## src/rtl/rf_pkg.sv

```systemverilog
package rf_pkg;
  localparam logic [7:0] OP_RECT     = 8'h08;
  localparam logic [7:0] ROP_REPLACE = 8'h83;
  localparam logic [7:0] ROP_KEEP    = 8'h85;
  localparam logic [7:0] ROP_XOR     = 8'h86;

  typedef enum logic [2:0] {
    RA_OPCODE = 3'd0,
    RA_COLOUR = 3'd1,
    RA_ROP    = 3'd2,
    RA_TOP    = 3'd3,
    RA_LEFT   = 3'd4,
    RA_HEIGHT = 3'd5,
    RA_WIDTH  = 3'd6
  } reg_idx_e;

  typedef enum logic [1:0] {
    RM_KEEP    = 2'd0,
    RM_REPLACE = 2'd1,
    RM_XOR     = 2'd2
  } rop_mode_e;

  typedef enum logic [1:0] {
    S_IDLE    = 2'd0,
    S_RD_REQ  = 2'd1,
    S_RD_WAIT = 2'd2,
    S_WR_REQ  = 2'd3
  } fill_state_e;
endpackage

```

## src/rtl/rf_regs.sv

```systemverilog
module rf_regs
  import rf_pkg::*;
#(
  parameter int DATA_W  = 32,
  parameter int COORD_W = 11,
  parameter int DIM_W   = 12
) (
  input  logic               clk,
  input  logic               rst,
  input  logic               we,
  input  logic [2:0]         addr,
  input  logic [DATA_W-1:0]  wdata,
  output logic [7:0]         op_code,
  output logic [DATA_W-1:0]  colour,
  output logic [7:0]         rop_code,
  output logic [COORD_W-1:0] top_y,
  output logic [COORD_W-1:0] left_x,
  output logic [DIM_W-1:0]   height,
  output logic               start,
  output logic [DIM_W-1:0]   start_width
);
  logic unused_hi_bits;
  assign unused_hi_bits = ^wdata[DATA_W-1:DIM_W];

  assign start       = we && (addr == RA_WIDTH);
  assign start_width = wdata[DIM_W-1:0];

  always_ff @(posedge clk) begin
    if (rst) begin
      op_code  <= '0;
      colour   <= '0;
      rop_code <= ROP_REPLACE;
      top_y    <= '0;
      left_x   <= '0;
      height   <= '0;
    end else if (we) begin
      case (addr)
        RA_OPCODE: op_code  <= wdata[7:0];
        RA_COLOUR: colour   <= wdata;
        RA_ROP:    rop_code <= wdata[7:0];
        RA_TOP:    top_y    <= wdata[COORD_W-1:0];
        RA_LEFT:   left_x   <= wdata[COORD_W-1:0];
        RA_HEIGHT: height   <= wdata[DIM_W-1:0];
        default: ;
      endcase
    end
  end
endmodule

```

## src/rtl/rf_scan.sv

```systemverilog
module rf_scan #(
  parameter int COORD_W = 11,
  parameter int DIM_W   = 12,
  parameter int PITCH   = 2048,
  parameter int ADDR_W  = 22
) (
  input  logic               clk,
  input  logic               rst,
  input  logic               load,
  input  logic               step,
  input  logic [COORD_W-1:0] top_y,
  input  logic [COORD_W-1:0] left_x,
  input  logic [DIM_W-1:0]   height,
  input  logic [DIM_W-1:0]   width,
  output logic [ADDR_W-1:0]  pix_addr,
  output logic               last
);
  logic [COORD_W-1:0] x_q, y_q, left_q;
  logic [DIM_W-1:0]   col_q, row_q, w_q, h_q;
  logic               row_end;

  assign row_end  = (col_q == w_q - 1'b1);
  assign last     = row_end && (row_q == h_q - 1'b1);
  assign pix_addr = ADDR_W'(y_q) * ADDR_W'(PITCH) + ADDR_W'(x_q);

  always_ff @(posedge clk) begin
    if (rst) begin
      x_q <= '0; y_q <= '0; left_q <= '0;
      col_q <= '0; row_q <= '0; w_q <= '0; h_q <= '0;
    end else if (load) begin
      x_q <= left_x; y_q <= top_y; left_q <= left_x;
      col_q <= '0; row_q <= '0; w_q <= width; h_q <= height;
    end else if (step) begin
      if (row_end) begin
        col_q <= '0;
        x_q   <= left_q;
        row_q <= row_q + 1'b1;
        y_q   <= y_q + 1'b1;
      end else begin
        col_q <= col_q + 1'b1;
        x_q   <= x_q + 1'b1;
      end
    end
  end
endmodule

```

## src/rtl/rf_rop_alu.sv

```systemverilog
module rf_rop_alu
  import rf_pkg::*;
#(
  parameter int DATA_W = 32
) (
  input  logic [7:0]        rop_code,
  input  rop_mode_e         mode_sel,
  input  logic [DATA_W-1:0] fg,
  input  logic [DATA_W-1:0] old_pix,
  output rop_mode_e         mode_dec,
  output logic [DATA_W-1:0] result
);
  always_comb begin
    case (rop_code)
      ROP_REPLACE: mode_dec = RM_REPLACE;
      ROP_XOR:     mode_dec = RM_XOR;
      default:     mode_dec = RM_KEEP;
    endcase
  end

  assign result = (mode_sel == RM_XOR) ? (fg ^ old_pix) : fg;
endmodule

```

## src/rtl/rectfill_engine.sv

```systemverilog
module rectfill_engine
  import rf_pkg::*;
#(
  parameter int DATA_W  = 32,
  parameter int COORD_W = 11,
  parameter int PITCH   = 2048,
  localparam int DIM_W  = COORD_W + 1,
  localparam int ADDR_W = COORD_W + $clog2(PITCH)
) (
  input  logic              clk,
  input  logic              rst,
  input  logic              reg_we,
  input  logic [2:0]        reg_addr,
  input  logic [DATA_W-1:0] reg_wdata,
  output logic              mem_req_valid,
  input  logic              mem_req_ready,
  output logic              mem_req_write,
  output logic [ADDR_W-1:0] mem_req_addr,
  output logic [DATA_W-1:0] mem_req_wdata,
  input  logic              mem_rd_valid,
  input  logic [DATA_W-1:0] mem_rd_data,
  output logic              busy
);
  logic [7:0]         op_code, rop_code;
  logic [DATA_W-1:0]  colour, fg_q, wdata_q, alu_result;
  logic [COORD_W-1:0] top_y, left_x;
  logic [DIM_W-1:0]   height_r, start_width;
  logic               start, go, step, last, mode_xor;
  rop_mode_e          mode_dec, mode_q;
  fill_state_e        state_q;

  rf_regs #(.DATA_W(DATA_W), .COORD_W(COORD_W), .DIM_W(DIM_W)) u_regs (
    .clk(clk), .rst(rst), .we(reg_we), .addr(reg_addr), .wdata(reg_wdata),
    .op_code(op_code), .colour(colour), .rop_code(rop_code),
    .top_y(top_y), .left_x(left_x), .height(height_r),
    .start(start), .start_width(start_width)
  );

  rf_scan #(.COORD_W(COORD_W), .DIM_W(DIM_W), .PITCH(PITCH), .ADDR_W(ADDR_W)) u_scan (
    .clk(clk), .rst(rst), .load(go), .step(step),
    .top_y(top_y), .left_x(left_x), .height(height_r), .width(start_width),
    .pix_addr(mem_req_addr), .last(last)
  );

  rf_rop_alu #(.DATA_W(DATA_W)) u_alu (
    .rop_code(rop_code), .mode_sel(mode_q), .fg(fg_q), .old_pix(mem_rd_data),
    .mode_dec(mode_dec), .result(alu_result)
  );

  assign go = start && (state_q == S_IDLE) && (op_code == OP_RECT) &&
              (height_r != '0) && (start_width != '0) && (mode_dec != RM_KEEP);
  assign step = (state_q == S_WR_REQ) && mem_req_ready && !last;

  assign mem_req_valid = (state_q == S_RD_REQ) || (state_q == S_WR_REQ);
  assign mem_req_write = (state_q == S_WR_REQ);
  assign mem_req_wdata = wdata_q;
  assign busy          = (state_q != S_IDLE);
  assign mode_xor      = (mode_q == RM_XOR);

  always_ff @(posedge clk) begin
    if (rst) begin
      state_q <= S_IDLE;
      mode_q  <= RM_REPLACE;
      fg_q    <= '0;
      wdata_q <= '0;
    end else begin
      case (state_q)
        S_IDLE: if (go) begin
          fg_q    <= colour;
          wdata_q <= colour;
          mode_q  <= mode_dec;
          state_q <= (mode_dec == RM_XOR) ? S_RD_REQ : S_WR_REQ;
        end
        S_RD_REQ: if (mem_req_ready) state_q <= S_RD_WAIT;
        S_RD_WAIT: if (mem_rd_valid) begin
          wdata_q <= alu_result;
          state_q <= S_WR_REQ;
        end
        S_WR_REQ: if (mem_req_ready) begin
          if (last) state_q <= S_IDLE;
          else      state_q <= mode_xor ? S_RD_REQ : S_WR_REQ;
        end
        default: state_q <= S_IDLE;
      endcase
    end
  end
endmodule

```

## config.mk

```make
export PLATFORM = sky130hd
export DESIGN_NAME = rectfill_engine
export DESIGN_NICKNAME = d
export VERILOG_FILES = /design/src/rtl/rf_pkg.sv /design/src/rtl/rf_regs.sv /design/src/rtl/rf_scan.sv /design/src/rtl/rf_rop_alu.sv /design/src/rtl/rectfill_engine.sv
export SDC_FILE = /design/constraint.sdc
export NUM_CORES = 1
export LEC_CHECK = 0
export BUFFER_PORTS_ARGS = -buffer_cell sky130_fd_sc_hd__clkbuf_2
export CAP_MARGIN = 20
export CORE_ASPECT_RATIO = 0.75
export CORE_UTILIZATION = 30
export DETAILED_ROUTE_END_ITERATION = 16
export GPL_TIMING_DRIVEN = 1
export HOLD_SLACK_MARGIN = 0.1
export SLEW_MARGIN = 15
export SYNTH_ARGS = -nofsm -noshare
export SYNTH_HDL_FRONTEND = slang
export SYNTH_SLANG_ARGS = --single-unit
```

## constraint.sdc

```tcl
create_clock -name clk -period 3.7 [get_ports clk]
set_input_delay 0.37 -clock clk [delete_from_list [all_inputs] [get_ports clk]]
set_output_delay 0.37 -clock clk [all_outputs]
set_load 0.005 [all_outputs]
```

==> metrics.md <==
| Metric | Value |
|---|---|
| Final min period | 3.37 ns |
| Share of cells above drive strength 1 | 0.146 |
| Worst Hold End | u_regs.colour[11] |
| Final wirelength | 31,500 um |
| Setup crit start kind | flop |
| Setup violations, final | 0 |
| Slowest Stage Delay on Critical Path | 0.56 ns |
| Met1 Resource Use GR | 0.247 |
| ANT cells | 0 |
| Worst Path Arrival | 3.75 ns |
| Area share of fa/ha/maj cells after synthesis | 0.00706 |
| Synth top cells by count | 422 x nand2_1, 231 x dfxtp_1, 196 x a21oi_1 |
| CP bufs+invs | 1 |
| Fin. Hold Viols | 0 |
| Starting DRT DRC Count | 656 |
| CP max-delay cell | or3b_1 |
| Die area | 36,200 sq um |
| IO Port Bufs | 128 |
| XOR/XNOR share of the synthesized area | 0.0676 |
| Avg Cell Area, Syn | 7.68 sq um |
| RSZ-0062 raised after global routing | no |
| Hold slack | 0.195 ns |
| Vias in the first global route | 9,028 |
| Row count | 59 |
| Syn-to-layout area delta | 19.5% |
| Sequential area share after synthesis | 0.435 |
| Post-synthesis cell type count | 69 |
| TritonCTS Buffers | 25 |
| Max Clock Freq | 0.297 GHz |
| Drt wl/cell | 16.1 um |
| DPL Wire Length | 21,300 um |
| Pin count of the biggest net entering global routing | 96 |
| Busiest grt layer | met2 |
| Synthesized area | 10,600 sq um |
| Cell Area, Placed | 11,700 sq um |
| Total track usage | 0.169 |
| CP most frequent cell | nor2_1 |
| Share of synthesized flip-flops with an asynchronous set or reset | 0 |
| Worst-path clk slew | 0.06 ns |
| Cell family with most CP delay | simple AND/OR/NAND/NOR gates |
| Register bit total from synthesis | 231 |
| CTS root buf | clkbuf_16 |
| Placed cells | 1,891 |
| Hold path start | reg_wdata[11] |
| Met3 Use GR | 0.0284 |
| Worst Skew | 0.0176 ns |
| Worst setup EP type | flop |
| Via Count | 9,859 |
| PwrDens | 414 nW/um^2 |
| Largest family of logic cells by synthesized area | simple AND/OR/NAND/NOR gates |
| Post-CTS setup buffers | 0 |
| Period utilisation layout | 0.909 |
| Setup TNS | 0 ns |
| DR vias/cell | 5.05 |
| Critical path fanouts, max | 21 |
| Starting Density | 0.306 |
| Launch point of the worst reg-to-reg path | u_scan.w_q[0] |
| Largest area contributor in the netlist | dfxtp_1 |
| Met2 usage | 0.259 |
| DRC Markers | 0 |
| Net count of the mapped netlist | 1,461 |
| H-tree Lvls | 1 |
| Vert. Die Dim | 165 um |
| Synth area leaders | dfxtp_1 44%, nand2_1 15%, a21oi_1 9.2%, xor2_1 5.4%, clkbuf_1 2.8% |
| Hold Path Class | in2reg |
| Drt first pass iters | 5 |
| WHS Path Cells | 3 |
| Global-route wire length before repair | 49,200 um |
| Max clock buf depth | 3 |
| Simple-gate portion of the synthesized area | 0.261 |
| Slew @ Worst Pin | 1.02 ns |
| Fin area | 12,700 sq um |
| Routability cong. | 0.880 |
| Die W | 219 um |
| CTS sink cnt | 231 |
| # IOs | 129 |
| R2r setup slk | 0.33 ns |
| ANT nets after route | 0 |
| Max-cap violations | 0 |
| Cells after synthesis | 1,383 |
| Final non-filler cell total | 1,954 |
| Initial antenna violation count | 0 |
| Yosys warnings | 0 |
| CP cell instances | inv_1 > ha_1 > nor4b_4 > nand2_2 > nor4b_1 > nor2_1 > or3_4 > or3b_1 > nand2_1 > nor2_1 |
| Prevailing post-synth register cell | dfxtp_1 |
| Total grt overflow | 0 |
| Yosys top cell area share | 0.435 |
| Worst skew pair latency | 0.53 ns |
| R2R depth | 10 |
| Maximum VDD drop | 0.000254 V |
| Core Region | 34,800 sq um |
| Number of enable flip-flop cells after synthesis | 0 |
| Final Net Count | 1,559 |
| Count leader, synth | nand2_1 |
| Compound-Gate Fraction of Synth Area | 0.170 |
| CTS tree | built |
| Worst R2R End | u_scan.col_q[0] |
| Worst Path Required | 4.09 ns |
| Multiplexer share of the synthesized area | 0.0172 |
| Static Leakage | 4.57 nW |
| Max_slew headroom | 0.323 |
| Max Slew Vio Count | 0 |
| Status | completed |
| Kind of critical path | reg2reg |
state kept, by name (all words and copies together), names as in the netlist, 12 cells and up:
register	flops
u_scan.h_q	12
fg_q	32
mem_req_wdata	32
u_regs.colour	32
u_regs.height	12
u_scan.w_q	12
u_scan.col_q	12
u_scan.row_q	12
cell families (layout without fill, tap and decap cells):
family | after synthesis | count (layout)
xor+xnor | 82 | 82
fa+ha+maj | 6 | 6
simple gates | 625 | 625
buf+inv | 114 | 228
flops | 231 | 231
compound gates | 307 | 307
mux | 18 | 18
layer usage:
layer	vias to the layer above	share of wire
met5	-	0
met4	0	0.016
met3	42	0.050
met2	206	0.44
met1	4713	0.50
li1	4898	-
cells in the final DEF, fill, tap and decap left out, types with 3 or more instances in the layout:
| cell | netlist | routed |
|---|---|---|
| nand2_1 | 422 | 422 |
| dfxtp_1 | 231 | 231 |
| a21oi_1 | 196 | 195 |
| clkbuf_2 | 2 | 127 |
| xor2_1 | 65 | 65 |
| nor2_1 | 56 | 56 |
| o211ai_1 | 34 | 34 |
| nand3_1 | 30 | 30 |
| clkbuf_16 | 0 | 25 |
| o21ai_0 | 24 | 24 |
| buf_4 | 1 | 24 |
| dlygate4sd3_1 | 0 | 20 |
| xnor2_1 | 17 | 17 |
| mux2i_1 | 16 | 16 |
| nor3_1 | 15 | 15 |
| nand4_1 | 15 | 15 |
| nor4_1 | 14 | 13 |
| and3_1 | 12 | 12 |
| inv_1 | 11 | 11 |
| and2_1 | 9 | 10 |
| a211oi_1 | 8 | 8 |
| nor2b_1 | 8 | 6 |
| or3_1 | 6 | 6 |
| ha_1 | 6 | 6 |
| clkbuf_8 | 0 | 6 |
| or4_1 | 6 | 5 |
| or2_2 | 5 | 5 |
| a31oi_1 | 5 | 5 |
| a311oi_1 | 5 | 5 |
| a221oi_1 | 5 | 5 |
| nor4b_1 | 4 | 4 |
| a41oi_1 | 4 | 4 |
| o31ai_1 | 4 | 4 |
| clkbuf_1 | 79 | 4 |
| clkinv_2 | 0 | 4 |
| nand3b_1 | 3 | 3 |
| a211o_1 | 3 | 3 |
| o22ai_1 | 3 | 3 |
per-stage QoR:
step                      setup slack (ns)   util  power [W]
final                                0.335  0.365    0.00526
after global routing                0.0623  0.365    0.00541
after CTS                            0.356  0.365    0.00530
after detailed placement             0.379  0.336    0.00277
after global placement               0.470  0.336    0.00277
after floorplan                      0.930      -    0.00267
worst max path at each step:
stage	from	slack, ns	endpoint	cells after the start
floorplan	u_scan.h_q[0]	0.93	u_scan.row_q[6]	13
finish	u_scan.w_q[0]	0.33	u_scan.col_q[0]	10
global route	u_scan.w_q[0]	0.06	u_scan.x_q[8]	10
global placement	u_scan.w_q[0]	0.47	u_scan.x_q[8]	10
detailed placement	u_scan.w_q[0]	0.38	u_scan.col_q[0]	10
CTS	u_scan.w_q[0]	0.36	u_scan.x_q[8]	10
layout make-up:
class	instances	area, sq um
clock buffer	35	723
sequential	231	4620
tap	457	572
clock inverter	8	97.6
inverter	11	41.3
multi-input combinational	1038	5580
timing repair buffer	174	1070
fill	3603	22100
power by group:
group / switching [W] / internal, W
clock network: 0.00103 / 0.00150
registers: 0.0000147 / 0.00251
logic: 0.000136 / 0.0000725
repair_timing:
action	4_1_cts	5_1_grt
hold buffers	20	0
hold endpoints to repair	20	0
resized for setup	0	0
worst min-delay path: stages:
cell	delay, ns
clkbuf_2	0.16
nand2_1	0.09
a21oi_1	0.05
No activity file was read; power rests on OpenSTA's default activity.
